## config.mk

```make
export PLATFORM = sky130hd
export DESIGN_NAME = usb_sof_timer
export DESIGN_NICKNAME = d
export VERILOG_FILES = /design/src/rtl/usb_sof_pkg.sv /design/src/rtl/sof_adj_reg.sv /design/src/rtl/sof_frame_ctr.sv /design/src/rtl/sof_frame_num.sv /design/src/rtl/usb_sof_timer.sv
export SDC_FILE = /design/constraint.sdc
export NUM_CORES = 1
export LEC_CHECK = 0
export BUFFER_PORTS_ARGS = -buffer_cell sky130_fd_sc_hd__buf_2
export CAP_MARGIN = 20
export CORE_ASPECT_RATIO = 2
export CORE_MARGIN = 3
export CORE_UTILIZATION = 33
export CTS_CLUSTER_SIZE = 30
export DETAILED_ROUTE_END_ITERATION = 10
export SYNTH_ARGS = -nofsm -noshare
export SYNTH_HDL_FRONTEND = slang
export SYNTH_SLANG_ARGS = --single-unit
```

## constraint.sdc

```tcl
create_clock -name clk -period 7.9 [get_ports clk]
set_clock_uncertainty 0.2 [all_clocks]
set_input_delay 1.185 -clock clk [delete_from_list [all_inputs] [get_ports clk]]
set_output_delay 1.185 -clock clk [all_outputs]
set_load 0.05 [all_outputs]
```

## src/rtl/usb_sof_pkg.sv

```systemverilog
package usb_sof_pkg;

    localparam int ADJ_W        = 7;
    localparam int REG_W        = 8;
    localparam int FNUM_W       = 11;
    localparam int BASE_LEN_DEF = 11936;

    typedef logic [ADJ_W-1:0]  adj_t;
    typedef logic [FNUM_W-1:0] fnum_t;

    localparam adj_t ADJ_RST = adj_t'(64);

    typedef enum logic {
        TMR_STOP = 1'b0,
        TMR_RUN  = 1'b1
    } tmr_mode_t;

    function automatic logic [REG_W-1:0] adj_to_reg(adj_t a);
        return {{(REG_W-ADJ_W){1'b0}}, a};
    endfunction

endpackage

```

## src/rtl/sof_adj_reg.sv

```systemverilog
module sof_adj_reg
    import usb_sof_pkg::*;
(
    input  logic             clk,
    input  logic             clr,
    input  logic             wr_en,
    input  logic [REG_W-1:0] wr_data,
    output adj_t             shadow,
    output adj_t             next_adj
);

    adj_t wr_adj;
    logic unused_rsvd;

    assign wr_adj      = wr_data[ADJ_W-1:0];
    assign unused_rsvd = ^wr_data[REG_W-1:ADJ_W];

    always_ff @(posedge clk) begin
        if (clr) begin
            shadow <= ADJ_RST;
        end else if (wr_en) begin
            shadow <= wr_adj;
        end
    end

    // A write in the wrap cycle is forwarded so it governs the next frame.
    assign next_adj = wr_en ? wr_adj : shadow;

endmodule

```

## src/rtl/sof_frame_ctr.sv

```systemverilog
module sof_frame_ctr
    import usb_sof_pkg::*;
#(
    parameter int BASE_LEN = BASE_LEN_DEF,
    parameter int CNT_W    = 14
)(
    input  logic      clk,
    input  logic      clr,
    input  tmr_mode_t mode,
    input  adj_t      next_adj,
    output logic      sof
);

    localparam logic [CNT_W-1:0] BASE_M1 = CNT_W'(BASE_LEN - 1);

    adj_t             active;
    logic [CNT_W-1:0] cnt;
    logic [CNT_W-1:0] last;
    logic             at_last;

    assign last    = BASE_M1 + CNT_W'(active);
    assign at_last = (cnt == last);
    assign sof     = (mode == TMR_RUN) && at_last;

    always_ff @(posedge clk) begin
        if (clr) begin
            cnt    <= '0;
            active <= ADJ_RST;
        end else if (mode == TMR_STOP) begin
            cnt    <= '0;
            active <= next_adj;
        end else if (at_last) begin
            cnt    <= '0;
            active <= next_adj;
        end else begin
            cnt    <= cnt + 1'b1;
        end
    end

endmodule

```

## src/rtl/sof_frame_num.sv

```systemverilog
module sof_frame_num
    import usb_sof_pkg::*;
(
    input  logic  clk,
    input  logic  clr,
    input  logic  sof,
    output fnum_t fnum
);

    always_ff @(posedge clk) begin
        if (clr) begin
            fnum <= '0;
        end else if (sof) begin
            fnum <= fnum + 1'b1;
        end
    end

endmodule

```

## src/rtl/usb_sof_timer.sv

```systemverilog
module usb_sof_timer
    import usb_sof_pkg::*;
#(
    parameter int BASE_LEN = BASE_LEN_DEF
)(
    input  logic              clk,
    input  logic              rst,
    input  logic              glb_rst,
    input  logic              run,
    input  logic              wr_en,
    input  logic [REG_W-1:0]  wr_data,
    output logic [REG_W-1:0]  rd_data,
    output logic              sof,
    output logic [FNUM_W-1:0] frame_num
);

    localparam int LEN_MAX = BASE_LEN + (1 << ADJ_W) - 1;
    localparam int CNT_W   = $clog2(LEN_MAX);

    logic      clr;
    adj_t      shadow;
    adj_t      next_adj;
    tmr_mode_t mode;

    assign clr  = rst | glb_rst;
    assign mode = run ? TMR_RUN : TMR_STOP;

    sof_adj_reg u_adj (
        .clk      (clk),
        .clr      (clr),
        .wr_en    (wr_en),
        .wr_data  (wr_data),
        .shadow   (shadow),
        .next_adj (next_adj)
    );

    sof_frame_ctr #(
        .BASE_LEN (BASE_LEN),
        .CNT_W    (CNT_W)
    ) u_ctr (
        .clk      (clk),
        .clr      (clr),
        .mode     (mode),
        .next_adj (next_adj),
        .sof      (sof)
    );

    sof_frame_num u_fnum (
        .clk  (clk),
        .clr  (clr),
        .sof  (sof),
        .fnum (frame_num)
    );

    assign rd_data = adj_to_reg(shadow);

endmodule

```

# == Word level (Yosys, flattened, before mapping) ==
# Cells that the tools add are included.
# op_classes
addsub,3
mul,0
n_div,0
magnitude_cmp,0
n_eq_ne,2
shift,0
mux,4
bitwise,2
n_reduce_logical,2
# ops
operator,count
$mux W7,3
$add A14 B1 Y14 const B,1
$add A14 B7 Y14 const A,1
$eq A14 B14 Y1,1
$add A11 B1 Y11 const B,1
$reduce_or A3 Y1,1
$ne A2 B2 Y1 const B,1
$logic_and A1 B1 Y1,1
$mux W1,1
$not A1 Y1,1
$or A1 B1 Y1,1
# word_totals
register_bits,39
latchBits,0
ramBits,0
mem_bits_ro,0
input_bits,13
elab_cells,17
n_memories,0

# == Depth between registers and ports, before layout ==
# logic_depth
depth_word,4
ltp_mapped,10
mapped_depth_nobuf,8

# == By module ==
# Synthesis repeated with hierarchy kept, for this count alone.
# hier_totals
cells_unflattened,213
hier_area_um2,1961.9
# by_module_without_submodules
mod,instances,cells_each,area_per_inst_um2,seq_area_each_um2
sof_frame_ctr,1,133,1153.6,420.4
sof_frame_num,1,55,513.0,220.2
sof_adj_reg,1,22,277.8,140.1
usb_sof_timer,1,3,17.5,0.0

# == Worst setup path after synthesis ==
# Ideal clock, no wire load.
# synth_path
kind,register -> output
from,register u_ctr.active[0]
to,output sof
arrival_ps,2907
required_time_ps,6515
path_slack_ps,3608
stages_incl_launch_ff,10
n_path_buf,2
path_cell_list,dfxtp_1 -> inv_1 -> ha_1 -> or4b_4 -> a211oi_2 -> nor2_1 -> or4_4 -> buf_6 -> clkbuf_1 -> nor2_1
# synth_between
elab_chain_cells,3
# synth_rtl
element,line,text
start: declaration,sof_frame_ctr.sv:16,adj_t active;
start signal: assignment,sof_frame_ctr.sv:31,active <= next_adj;
start signal: assignment,sof_frame_ctr.sv:34,active <= next_adj;
$add A14 B7 Y14,sof_frame_ctr.sv:21,assign last = BASE_M1 + CNT_W'(active);
$eq A14 B14 Y1,sof_frame_ctr.sv:22,assign at_last = (cnt == last);
$logic_and A1 B1 Y1,sof_frame_ctr.sv:23,assign sof = (mode == TMR_RUN) && at_last;
end: declaration,usb_sof_timer.sv:13,"output logic sof,"
# No other way between the ends.

# == Worst setup path after layout ==
# Ends and elaborated chain as after synthesis.

==> results.json <==
{
  "io-pin-count": 33,
  "clockRootBuffer": "clkbuf_8",
  "synthesis.area_sq_mm": 0.00188,
  "cts.clk_slew.worst_paths_ps": 70,
  "maxSlewViolCount": 0,
  "crit_path_start_kind": "register",
  "ctsHoldBuffers": 0,
  "initial_core_util_pct": 34.3,
  "grt_max_degree": 23,
  "synth-seq-area-share_pct": 41.6,
  "clk-insertion-delay-late_ps": 280,
  "max_slew_margin_pct": 61.0,
  "route.met2.wl_um": 2270,
  "status": "complete, no violations",
  "ctsLongestPathBuffers": 2,
  "yosysWarningCount": 0,
  "highest_layer": "met4",
  "ant_nets": 0,
  "die_h_um": 113,
  "peakVddDrop_mv": 0.0916,
  "yosys.cell_types.count": 39,
  "finalHoldViolCount": 0,
  "crit_arrival_ps": 2830,
  "dr.first_iter.drc_count": 75,
  "post-place-ws_ps": 3980,
  "first_pass_iters": 4,
  "layout.nets": 261,
  "intPower_uw": 267,
  "hp-class": "reg -> reg",
  "ys_seq_elements": 39,
  "overflow": 0,
  "synth_edf_count": 0,
  "dpl.hpwl_um": 3090,
  "cts_setup_buffers": 0,
  "p_switching_uw": 80.9,
  "tightestPinTransition_ps": 582,
  "grt_first_pass_wirelength_um": 6560,
  "swShare_pct": 23.2,
  "timing.final.crit_share_pct": 53.3,
  "grt_usage_pct": 12.7,
  "drive_gt1_share_pct": 17.6,
  "power_leakage_uw": 0.000832,
  "drv_cap": 0,
  "antenna_found_initial": 0,
  "max_freq_mhz": 237,
  "first_global_vias": 1525,
  "cp.required_ps": 6510,
  "power_density_mw_per_mm2": 163,
  "met1_length_um": 1430,
  "sequentialPowerShare_pct": 57.8,
  "async_reset_ff_share_pct": 0,
  "cts_resized": 0,
  "drt-vias-per-instance": 5.26,
  "critPathKind": "reg -> out",
  "dr_wl_met3_um": 126,
  "clockPowerShare_pct": 34.4,
  "rows": 38,
  "cts_tree": "yes",
  "synth_top_cell_by_area": "dfxtp_1",
  "cts_made_buffers": 5,
  "fillers": 567,
  "end_kind": "primary output",
  "holdWs_ps": 289,
  "routabilityCongestion": 0.789,
  "vias": 1600,
  "synth.area.top_cells": "dfxtp_1, nor2_1, xor2_1",
  "io_buffers": 30,
  "power_uw": 348,
  "drcViolationCount": 0,
  "syn-mean-instance-area_sq_um": 8.60,
  "combPwrFrac_pct": 7.8,
  "clock-sinks": 39,
  "setup-violations-final": 0,
  "rsz0062_at_grt": "no",
  "core_area_sq_mm": 0.00547,
  "h-tree-depth": 2,
  "ys.flop_type": "dfxtp_1",
  "wire_per_inst_um": 13.0,
  "layout_setup_ws_ps": 3690,
  "final_util_pct": 39.0,
  "synth_top_area_share_pct": 41.6,
  "worst-path-max-fanout": 22,
  "period_needed_ps": 4210,
  "routed_wl_um": 3970,
  "fp.dieW_um": 59.3,
  "tns_ps": 0,
  "synthCells": 218,
  "antennaDiodeCount": 0,
  "die_area_sq_mm": 0.00668,
  "syn-num-nets": 234,
  "area_growth_pct": 13.8
}
[power groups by stage]
stage                     Combinational [uW]  Clock (uW)  Sequential, uW
after floorplan                         16.0           0             209
after global placement                  27.0           0             205
after detailed placement                27.2           0             206
after CTS                               27.2         125             201
after global routing                    29.9         135             201
final                                   27.2         120             201
[area by class of cell]
type	count	area [sq um]	share of cell area (%)
Clock buffer	6	72.6	3.40
Inverter	7	26.3	1.23
Multi-Input combinational cell	161	1020	47.9
Sequential cell	39	781	36.6
Tap cell	60	75.1	3.52
Timing Repair Buffer	31	158	7.39
[logic make-up (layout without fill, tap and decap cells)]
logic type | count (synthesis) | count (layout) | share of synthesized area (%)
AND/OR/NAND/NOR | 91 | 91 | 24.6
flip-flops | 39 | 39 | 41.6
AO/OA/AOI/OAI | 38 | 38 | 13.7
XOR/XNOR | 21 | 21 | 9.81
buffers and inverters | 18 | 44 | 4.27
multiplexers | 7 | 7 | 3.74
adder cells (fa/ha/maj) | 3 | 3 | 2.00
other | 1 | 1 | 0.200
[cells in the mapped netlist (3+ instances only)]
master / count
or4_1: 8
xnor2_1: 9
clkbuf_1: 8
nand3_1: 13
and3_1: 4
or3_1: 4
a21oi_1: 11
mux2i_1: 7
o21ai_0: 6
ha_1: 3
nor2_1: 29
o31ai_1: 11
nand4_1: 4
inv_1: 7
nand2_1: 18
xor2_1: 12
dfxtp_1: 39
[worst paths after layout]
check                                      from         endpoint  slack, ps  cells after the start
worst max-delay path            u_ctr.active[0]              sof       3690                      8
worst min-delay path            u_fnum.fnum[10]  u_fnum.fnum[10]        290                      2
worst max register to register  u_ctr.active[0]   u_fnum.fnum[8]       4820                      8
worst min register to register  u_fnum.fnum[10]  u_fnum.fnum[10]        290                      2
[metal layers]
metal | global-route usage [%] | vias to the layer above
met2 | 23.4 | 28
li1 | - | 816
met3 | 2.88 | 12
met5 | 0 | -
met4 | 7.56 | 0
met1 | 11.7 | 744
[per-stage QoR]
step           instance area [sq um]  instances
6_report                        2130        304
5_1_grt                         2130        304
4_1_cts                         2130        303
3_5_place_dp                    2050        297
3_3_place_gp                    2050        297
2_1_floorplan                   1880        218
[state kept, by name, summed over array words and instances, names as in the netlist]
register and flops:
u_adj.shadow 7, u_ctr.active 7, u_fnum.fnum 11, u_ctr.cnt 14
[placed cells by master, fill, tap and decap left out]
cell type and instances:
a211oi_2 1, a21oi_1 11, a221oi_1 1, a31oi_1 1, a41o_1 1, a41oi_1 1
and3_1 4, and3b_1 1, and4_1 1, buf_2 30, clkbuf_1 1, clkbuf_4 1
clkbuf_8 5, conb_1 1, dfxtp_1 39, ha_1 3, inv_1 7, mux2i_1 7
nand2_1 18, nand3_1 13, nand4_1 4, nor2_1 29, nor2b_1 1, nor3_1 2
nor3b_1 1, nor4_1 1, o211a_1 1, o211ai_1 2, o21ai_0 6, o21ba_2 1
o31ai_1 11, o41ai_2 1, or2_2 2, or3_1 4, or4_1 8, or4_4 1
or4b_4 1, xnor2_1 9, xor2_1 12
[critical path, cell delays in order (launching register included)]
cell and delay [ps]:
dfxtp_1 340, inv_1 80, ha_1 240, or4b_4 500, a211oi_2 270, nor2_1 60, or4_4 660, nor2_1 130
buf_2 270
Note: power is estimated with default switching activity, not from simulation.
